`src/rtl/hem_pkg.sv`:
```
package hem_pkg;

    // Two-bit class code kept per pixel in the line buffers.
    typedef logic [1:0] pix_cls_t;

    localparam pix_cls_t CLS_NONE   = 2'd0;
    localparam pix_cls_t CLS_WEAK   = 2'd1;
    localparam pix_cls_t CLS_STRONG = 2'd2;

    // Neighbourhood edge length (3x3 window).
    localparam int WIN = 3;

endpackage

```
`src/rtl/hem_classify.sv`:
```
module hem_classify
    import hem_pkg::*;
#(
    parameter int MAG_W = 8
) (
    input  logic [MAG_W-1:0] mag,
    input  logic [MAG_W-1:0] thr_hi,
    input  logic [MAG_W-1:0] thr_lo,
    output pix_cls_t         cls
);

    always_comb begin
        if (mag > thr_hi) begin
            cls = CLS_STRONG;
        end else if (mag > thr_lo) begin
            cls = CLS_WEAK;
        end else begin
            cls = CLS_NONE;
        end
    end

endmodule

```
`src/rtl/hem_line_buf.sv`:
```
module hem_line_buf
    import hem_pkg::*;
#(
    parameter int DEPTH  = 64,
    parameter int ADDR_W = $clog2(DEPTH)
) (
    input  logic              clk,
    input  logic              wr_en,
    input  logic [ADDR_W-1:0] addr,
    input  pix_cls_t          wr_data,
    output pix_cls_t          rd_data
);

    // One row of class codes; read returns the value stored one row ago.
    pix_cls_t mem_q [DEPTH];

    assign rd_data = mem_q[addr];

    always_ff @(posedge clk) begin
        if (wr_en) begin
            mem_q[addr] <= wr_data;
        end
    end

endmodule

```
`src/rtl/hem_neigh_eval.sv`:
```
module hem_neigh_eval
    import hem_pkg::*;
(
    // win[col][row]: col 0 newest, row 0 oldest; centre is win[1][1]
    input  logic [WIN-1:0][WIN-1:0][1:0] win,
    output logic                         is_edge
);

    logic strong_nb;

    always_comb begin
        strong_nb = 1'b0;
        for (int ci = 0; ci < WIN; ci++) begin
            for (int ri = 0; ri < WIN; ri++) begin
                if (!(ci == WIN / 2 && ri == WIN / 2) && win[ci][ri] == CLS_STRONG) begin
                    strong_nb = 1'b1;
                end
            end
        end
        is_edge = (win[WIN/2][WIN/2] == CLS_STRONG) ||
                  (win[WIN/2][WIN/2] == CLS_WEAK && strong_nb);
    end

endmodule

```
`src/rtl/hyst_edge_marker.sv`:
```
module hyst_edge_marker
    import hem_pkg::*;
#(
    parameter int BLK    = 64,
    parameter int MAG_W  = 8,
    parameter int BORDER = 1
) (
    input  logic                   clk,
    input  logic                   rst_n,
    input  logic                   pix_valid,
    input  logic [MAG_W-1:0]       pix_mag,
    input  logic [MAG_W-1:0]       thr_high,
    input  logic [MAG_W-1:0]       thr_low,
    output logic                   edge_valid,
    output logic                   edge_bit,
    output logic [$clog2(BLK)-1:0] edge_row,
    output logic [$clog2(BLK)-1:0] edge_col
);

    localparam int POS_W  = $clog2(BLK);
    localparam int NLINES = WIN - 1;
    localparam int LAST   = BLK - 1;
    localparam int CORE_LO = BORDER + 1;     // input row/col that centres on BORDER
    localparam int CORE_HI = BLK - BORDER;   // input row/col that centres on BLK-1-BORDER

    typedef struct packed {
        logic [POS_W-1:0]          col;
        logic [POS_W-1:0]          row;
        logic [WIN-1:0][1:0]       win_c1;   // column c-1 after shift
        logic [WIN-1:0][1:0]       win_c2;   // column c-2 after shift
        logic                      out_v;
        logic                      out_e;
        logic [POS_W-1:0]          out_r;
        logic [POS_W-1:0]          out_c;
    } state_t;

    state_t st_d, st_q;

    pix_cls_t                     cls_now;
    pix_cls_t                     chain [NLINES+1];
    logic [WIN-1:0][1:0]          new_col;
    logic [WIN-1:0][WIN-1:0][1:0] win;
    logic                         win_edge;
    logic                         in_core;

    hem_classify #(.MAG_W(MAG_W)) u_classify (
        .mag    (pix_mag),
        .thr_hi (thr_high),
        .thr_lo (thr_low),
        .cls    (cls_now)
    );

    assign chain[0] = cls_now;

    // Chain of row stores: store k returns the class from k+1 rows above.
    for (genvar k = 0; k < NLINES; k++) begin : g_rows
        hem_line_buf #(.DEPTH(BLK), .ADDR_W(POS_W)) u_row (
            .clk     (clk),
            .wr_en   (pix_valid),
            .addr    (st_q.col),
            .wr_data (chain[k]),
            .rd_data (chain[k+1])
        );
    end

    // Newest column: row index 0 oldest (r-2), WIN-1 current row.
    for (genvar k = 0; k < WIN; k++) begin : g_newcol
        assign new_col[k] = chain[WIN-1-k];
    end

    assign win[0] = new_col;
    assign win[1] = st_q.win_c1;
    assign win[2] = st_q.win_c2;

    hem_neigh_eval u_eval (
        .win     (win),
        .is_edge (win_edge)
    );

    always_comb begin
        in_core = (int'(st_q.row) >= CORE_LO) && (int'(st_q.row) <= CORE_HI) &&
                  (int'(st_q.col) >= CORE_LO) && (int'(st_q.col) <= CORE_HI);

        st_d       = st_q;
        st_d.out_v = 1'b0;
        st_d.out_e = 1'b0;
        if (pix_valid) begin
            st_d.win_c2 = st_q.win_c1;
            st_d.win_c1 = new_col;
            if (int'(st_q.col) == LAST) begin
                st_d.col = '0;
                st_d.row = (int'(st_q.row) == LAST) ? '0 : st_q.row + 1'b1;
            end else begin
                st_d.col = st_q.col + 1'b1;
            end
            st_d.out_v = in_core;
            st_d.out_e = in_core && win_edge;
            if (in_core) begin
                st_d.out_r = st_q.row - 1'b1;
                st_d.out_c = st_q.col - 1'b1;
            end
        end
    end

    always_ff @(posedge clk or negedge rst_n) begin
        if (!rst_n) begin
            st_q <= '0;
        end else begin
            st_q <= st_d;
        end
    end

    assign edge_valid = st_q.out_v;
    assign edge_bit   = st_q.out_e;
    assign edge_row   = st_q.out_r;
    assign edge_col   = st_q.out_c;

    // Checks on the output stream.
    logic [POS_W-1:0] prev_col_q;
    always_ff @(posedge clk or negedge rst_n) begin
        if (!rst_n) begin
            prev_col_q <= '0;
        end else if (edge_valid) begin
            prev_col_q <= edge_col;
        end
    end

    p_after_accept_r6: assert property (@(posedge clk) disable iff (!rst_n)
        edge_valid |-> $past(pix_valid))
        else $error("R6: decision without an accepted pixel");

    p_core_only_r4: assert property (@(posedge clk) disable iff (!rst_n)
        edge_valid |-> (int'(edge_row) >= BORDER && int'(edge_row) <= LAST - BORDER &&
                        int'(edge_col) >= BORDER && int'(edge_col) <= LAST - BORDER))
        else $error("R4: decision outside the central region");

    p_quiet_edge_r9: assert property (@(posedge clk) disable iff (!rst_n)
        !edge_valid |-> !edge_bit)
        else $error("R9: edge bit set without valid");

    p_raster_r5: assert property (@(posedge clk) disable iff (!rst_n)
        (edge_valid && int'(edge_col) != BORDER) |-> (edge_col == prev_col_q + 1'b1))
        else $error("R5: column order broken");

    p_stall_hold_r7: assert property (@(posedge clk) disable iff (!rst_n)
        !pix_valid |=> (!edge_valid && $stable(edge_row) && $stable(edge_col)))
        else $error("R7: outputs moved during a stall");

endmodule

```
`config.mk`:
```
export PLATFORM = sky130hd
export DESIGN_NAME = hyst_edge_marker
export DESIGN_NICKNAME = d
export VERILOG_FILES = /design/src/rtl/hem_pkg.sv /design/src/rtl/hem_classify.sv /design/src/rtl/hem_line_buf.sv /design/src/rtl/hem_neigh_eval.sv /design/src/rtl/hyst_edge_marker.sv
export SDC_FILE = /design/constraint.sdc
export NUM_CORES = 1
export LEC_CHECK = 0
export BUFFER_PORTS_ARGS = -buffer_cell sky130_fd_sc_hd__buf_2
export CAP_MARGIN = 20
export CORE_ASPECT_RATIO = 0.75
export CORE_MARGIN = 4
export CORE_UTILIZATION = 62
export DETAILED_ROUTE_END_ITERATION = 7
export PLACE_DENSITY = 0.8
export REMOVE_ABC_BUFFERS = 1
export SETUP_SLACK_MARGIN = 0.05
export SLEW_MARGIN = 20
export SYNTH_ARGS = -nofsm -noshare
export SYNTH_HDL_FRONTEND = slang
export SYNTH_SLANG_ARGS = --single-unit
```
`constraint.sdc`:
```
create_clock -name clk -period 3.39 [get_ports clk]
set_input_delay 0.5085 -clock clk [delete_from_list [all_inputs] [get_ports clk]]
set_output_delay 0.5085 -clock clk [all_outputs]
set_load 0.05 [all_outputs]
```
Yosys cells after proc, flatten, opt, wreduce, memory -nomap -nowiden --
Memory sizes are Yosys's and may differ from the RTL's. Cells that the tools add are included. W data, S select, Z words.
Cells by class: mux-type cells 16, $lt $le $gt $ge 4, equal/unequal tests 12, reduce and logical (&&, ||, !) cells 6, $add $sub $neg 4
Operators by type and width (count):
- $eq A2 B2 Y1 const B | 9
- $gt A8 B8 Y1 | 2
- $mux W14 | 1
- $add A6 B1 Y6 const B | 2
- $eq A6 B1 Y1 const B | 2
- $ge A6 B2 Y1 const B | 2
- $mux W12 | 1
- $mux W6 | 2
- $sub A6 B1 Y6 const B | 2
- $mux W1 | 11
- $reduce_and A2 Y1 | 2
- $logic_and A1 B1 Y1 | 3
- $eq A2 B1 Y1 const B | 1
- $mux W2 | 1
- $logic_or A1 B1 Y1 | 1
Word-level totals: output and inout bits 14, register bits after elaboration 38, input bits 27, memories 2, logic and storage cells 56, RAM bits 256
Memories:
- g_rows[0].u_row.mem_q | words 64, bits a word 2, rd ports 1, clocked after memory_dff 0, write ports 1, RTL line hem_line_buf.sv:15 | pix_cls_t mem_q [DEPTH];
- g_rows[1].u_row.mem_q | words 64, bits a word 2, rd ports 1, clocked after memory_dff 0, write ports 1, RTL line hem_line_buf.sv:15

Logic depth before layout (Yosys ltp) --
depth in word-level cells 14, depth in mapped cells 11, gate-level depth less buffers 9

By module --
A second synthesis with hierarchy kept.
Second synthesis, totals: cells, all modules 939, area total of the unflattened synthesis 13237.7 sq um
By module, submodules not included:
- hem_line_buf | times used 2, cells each 359, area an instance 5441.5 sq um, seq. area each 3843.7 sq um
- hyst_edge_marker | times used 1, cells each 153, area an instance 1875.5 sq um, seq. area each 950.9 sq um
- hem_classify | times used 1, cells each 54, area an instance 405.4 sq um, seq. area each 0.0 sq um
- hem_neigh_eval | times used 1, cells each 14, area an instance 73.8 sq um, seq. area each 0.0 sq um

Worst setup path after synthesis --
No wires, ideal clock.
kind in2reg, from input port thr_high[7], to register st_q[24] (netlist bit), path buffers 0, library setup time 0.126 ns, required time 3.264 ns, stages 7, path slack -0.860 ns, data arrival time 4.124 ns, path through inv_1 ha_1 and4_1 a32oi_1 a21oi_1 o31a_1 mux2_2
RTL lines:
- from (decl) | RTL line hyst_edge_marker.sv:12 | input logic [MAG_W-1:0] thr_high,
- to (signal assigned) | RTL line hyst_edge_marker.sv:109 | st_q <= st_d;
- to (decl) | RTL line hyst_edge_marker.sv:37 | state_t st_d, st_q;

==> results_dict.tcl <==
set metrics [dict create \
    cp-end-kind "register" \
    path_delay_family "buffers and inverters" \
    grt_usage_pct 27.2 \
    clkSinkCount 294 \
    clock_power_share_pct 24.8 \
    cts-resized-gates 0 \
    path_max_fanout 64 \
    synthCells 844 \
    grt_max_degree 65 \
    die_h_um 131 \
    routed_wl_mm 30.6 \
    grt_overflow 0 \
    grt_pass1_wl_mm 46.7 \
    antenna_found_initial 0 \
    grt_pass1_vias 7797 \
    p_leak_nw 4.90 \
    setup_viol 0 \
    drtAntennaViolNets 0 \
    final_cell_mix "256 x edfxtp_1, 86 x nor2_1, 50 x nand2_1" \
    synth_area_mm2 0.0126 \
    finalMaxSlewViolations 0 \
    synthFlopType "edfxtp_1" \
    rsz0062_at_grt "false" \
    critical_path.cell_chain "buf_4 -> inv_1 -> mux2i_1 -> o21ai_0 -> or4b_2 -> buf_4" \
    status "complete, no violations" \
    gp_congestion 0.973 \
    cp_slowest_cell "or4b_2" \
    final_common_cell "edfxtp_1" \
    clk_root_buffer_cell "clkbuf_16" \
    vias 7748 \
    crit_path_max_incr_delay_ns 0.67 \
    ctsHoldBuffers 0 \
    ys_seq_area_share_pct 68.7 \
    ys_types 68 \
    die_x_um 172 \
    p_sw_share_pct 34.0 \
    synth_edf_count 256 \
    avgRoutedWirePerCell_um 26.4 \
    critPathBufInv 3 \
    nFillCells 1232 \
    tightest_slew_ns 1.06 \
    ioPinCount 41 \
    critPathMostFrequentCell "buf_4" \
    ir_worst_vdd_uv 687 \
    p_int_mw 7.46 \
    path_class "reg2reg" \
    drv_cap 0 \
    async_flop_share_pct 12.9 \
    core_area_mm2 0.0197 \
    start_util_pct 64.0 \
    cp_data_required_time_ns 3.58 \
    cts_made_buffers 26 \
    antenna_cells 0 \
    fmax_ghz 0.312 \
    skew_ns 0.0278 \
    finalHoldViolations 0 \
    power_density_mw_per_mm2 813 \
    cp-start-kind "register" \
    port_buffers 40 \
    cts_tree "done" \
    seq_power_share_pct 44.3 \
    cts.clk_slew.worst_paths_ns 0.07 \
    fp-row-count 44 \
    drive_gt1_share_pct 20.5 \
    dieArea_mm2 0.0226 \
    timing.hold.ws_ns 0.0765 \
    relSlewSlack_pct 28.8 \
    clockBufferDepth 3 \
    drc 0 \
    power_frac_comb_pct 30.9 \
    dpl.hpwl_mm 19.9 \
    clock_latency_ns 0.54 \
    nets 937 \
    period_minus_slack_ns 3.20 \
    finalCritPeriodShare_pct 94.4 \
    ys_warn_count 0 \
    dr.pass1.iters 5 \
    first_iter_violations 1201 \
    postCtsSetupRepairBufs 0 \
    avgSynthCellArea_um2 14.9 \
    p_sw_mw 3.85 \
    area_growth_pct 10.6 \
    vias_per_cell 6.68 \
    fin_tns_setup_ns 0 \
    crit_arrival_ns 3.39 \
    ys_ff_latch 294 \
    hold_path.class "in2async" \
    h-tree-depth 1 \
]
==> power groups by stage <==
| stage | clock, mW | sequential [mW] | combinational, mW |
|---|---|---|---|
| after floorplan | 0 | 5.34 | 1.80 |
| after global placement | 0 | 5.05 | 3.28 |
| after detailed placement | 0 | 5.07 | 3.39 |
| after CTS | 2.81 | 5.00 | 3.41 |
| after global routing | 2.98 | 5.04 | 3.69 |
| final | 2.81 | 5.01 | 3.49 |
==> per-layer routing <==
| layer | wire [µm] | GRT usage, % |
|---|---|---|
| met3 | 3700 | 8.95 |
| met5 | 0 | 0 |
| met1 | 12000 | 39.9 |
| met4 | 993 | 8.60 |
| met2 | 13900 | 39.3 |
==> final cells by class <==
| class | count | area (µm²) | share of cell area, % |
|---|---|---|---|
| Clock inverter | 15 | 101 | 0.728 |
| Clock buffer | 32 | 694 | 4.99 |
| Sequential cell | 294 | 8650 | 62.2 |
| Timing Repair Buffer | 76 | 520 | 3.74 |
| Tap cell | 253 | 317 | 2.28 |
| Multi-Input combinational cell | 460 | 3520 | 25.3 |
| Inverter | 30 | 113 | 0.809 |
==> cell families after synthesis <==
group | Yosys count | synth area share (%)
XOR/XNOR | 16 | 1.11
adder cells (fa/ha/maj) | 22 | 2.19
flip-flops | 294 | 68.7
AO/OA/AOI/OAI | 143 | 8.27
buffers and inverters | 90 | 3.54
multiplexers | 84 | 9.21
AND/OR/NAND/NOR | 195 | 6.98
==> registers in the layout, indices dropped and copies added, names as in the netlist <==
signal              flops
edge_bit                1
edge_col                6
edge_row                6
edge_valid              1
g_rows.u_row.mem_q    256
st_q                   24
==> synthesized netlist by cell type (all sizes together) (8+ instances only) <==
library cell  count  area, µm²
dfrtp            38        951
a21oi            15       75.1
ha               22        275
edfxtp          256       7690
nor2b            10       62.6
nand2            50        188
a22oi            10       75.1
and3              8       50.1
xnor2            12        105
nor2             86        323
mux2i            25        250
buf              40        258
inv              30        113
clkbuf           20       75.1
mux4             21        477
mux2             38        432
o22ai             9       56.3
nand3            14       70.1
a221oi           24        216
o21ai            36        180
==> worst paths after layout <==
path                                          from                                     end  slack [ns]  cells after the start
min                                          rst_n                    st_q[22]$_DFFE_PN0P_        0.08                      1
max reg2reg                   st_q[33]$_DFFE_PN0P_  g_rows[1].u_row.mem_q[42][0]$_DFFE_PP_        0.19                      6
min reg2reg                edge_col[0]$_DFFE_PN0P_                 edge_col[0]$_DFFE_PN0P_        0.48                      2
max                           st_q[33]$_DFFE_PN0P_  g_rows[1].u_row.mem_q[42][0]$_DFFE_PP_        0.19                      6
min in group clk                         pix_valid                    st_q[25]$_DFFE_PN0P_        0.35                      3
max in group asynchronous                    rst_n                    st_q[33]$_DFFE_PN0P_        2.69                      1
==> worst reg2reg max path, delay by kind of cell (launching register included) <==
| family | cells | cell delay [ns] |
|---|---|---|
| AO/OA/AOI/OAI | 1 | 0.12 |
| buffers and inverters | 3 | 0.99 |
| multiplexers | 1 | 0.46 |
| flip-flops | 1 | 0.60 |
| AND/OR/NAND/NOR | 1 | 0.67 |
==> per-stage QoR <==
step / std cells / utilization (%) / setup slack (ns) / area (µm²) / power (mW)
after floorplan: 784 / - / -1.30 / 12200 / 7.13
after CTS: 1160 / 70.8 / 0.185 / 13900 / 11.2
after global routing: 1160 / 70.8 / 0.0741 / 13900 / 11.7
final: 1160 / 70.8 / 0.189 / 13900 / 11.3
after global placement: 1113 / 66.7 / 0.230 / 13100 / 8.33
after detailed placement: 1113 / 66.7 / 0.194 / 13100 / 8.46
Power figures use the tool's default switching activity.
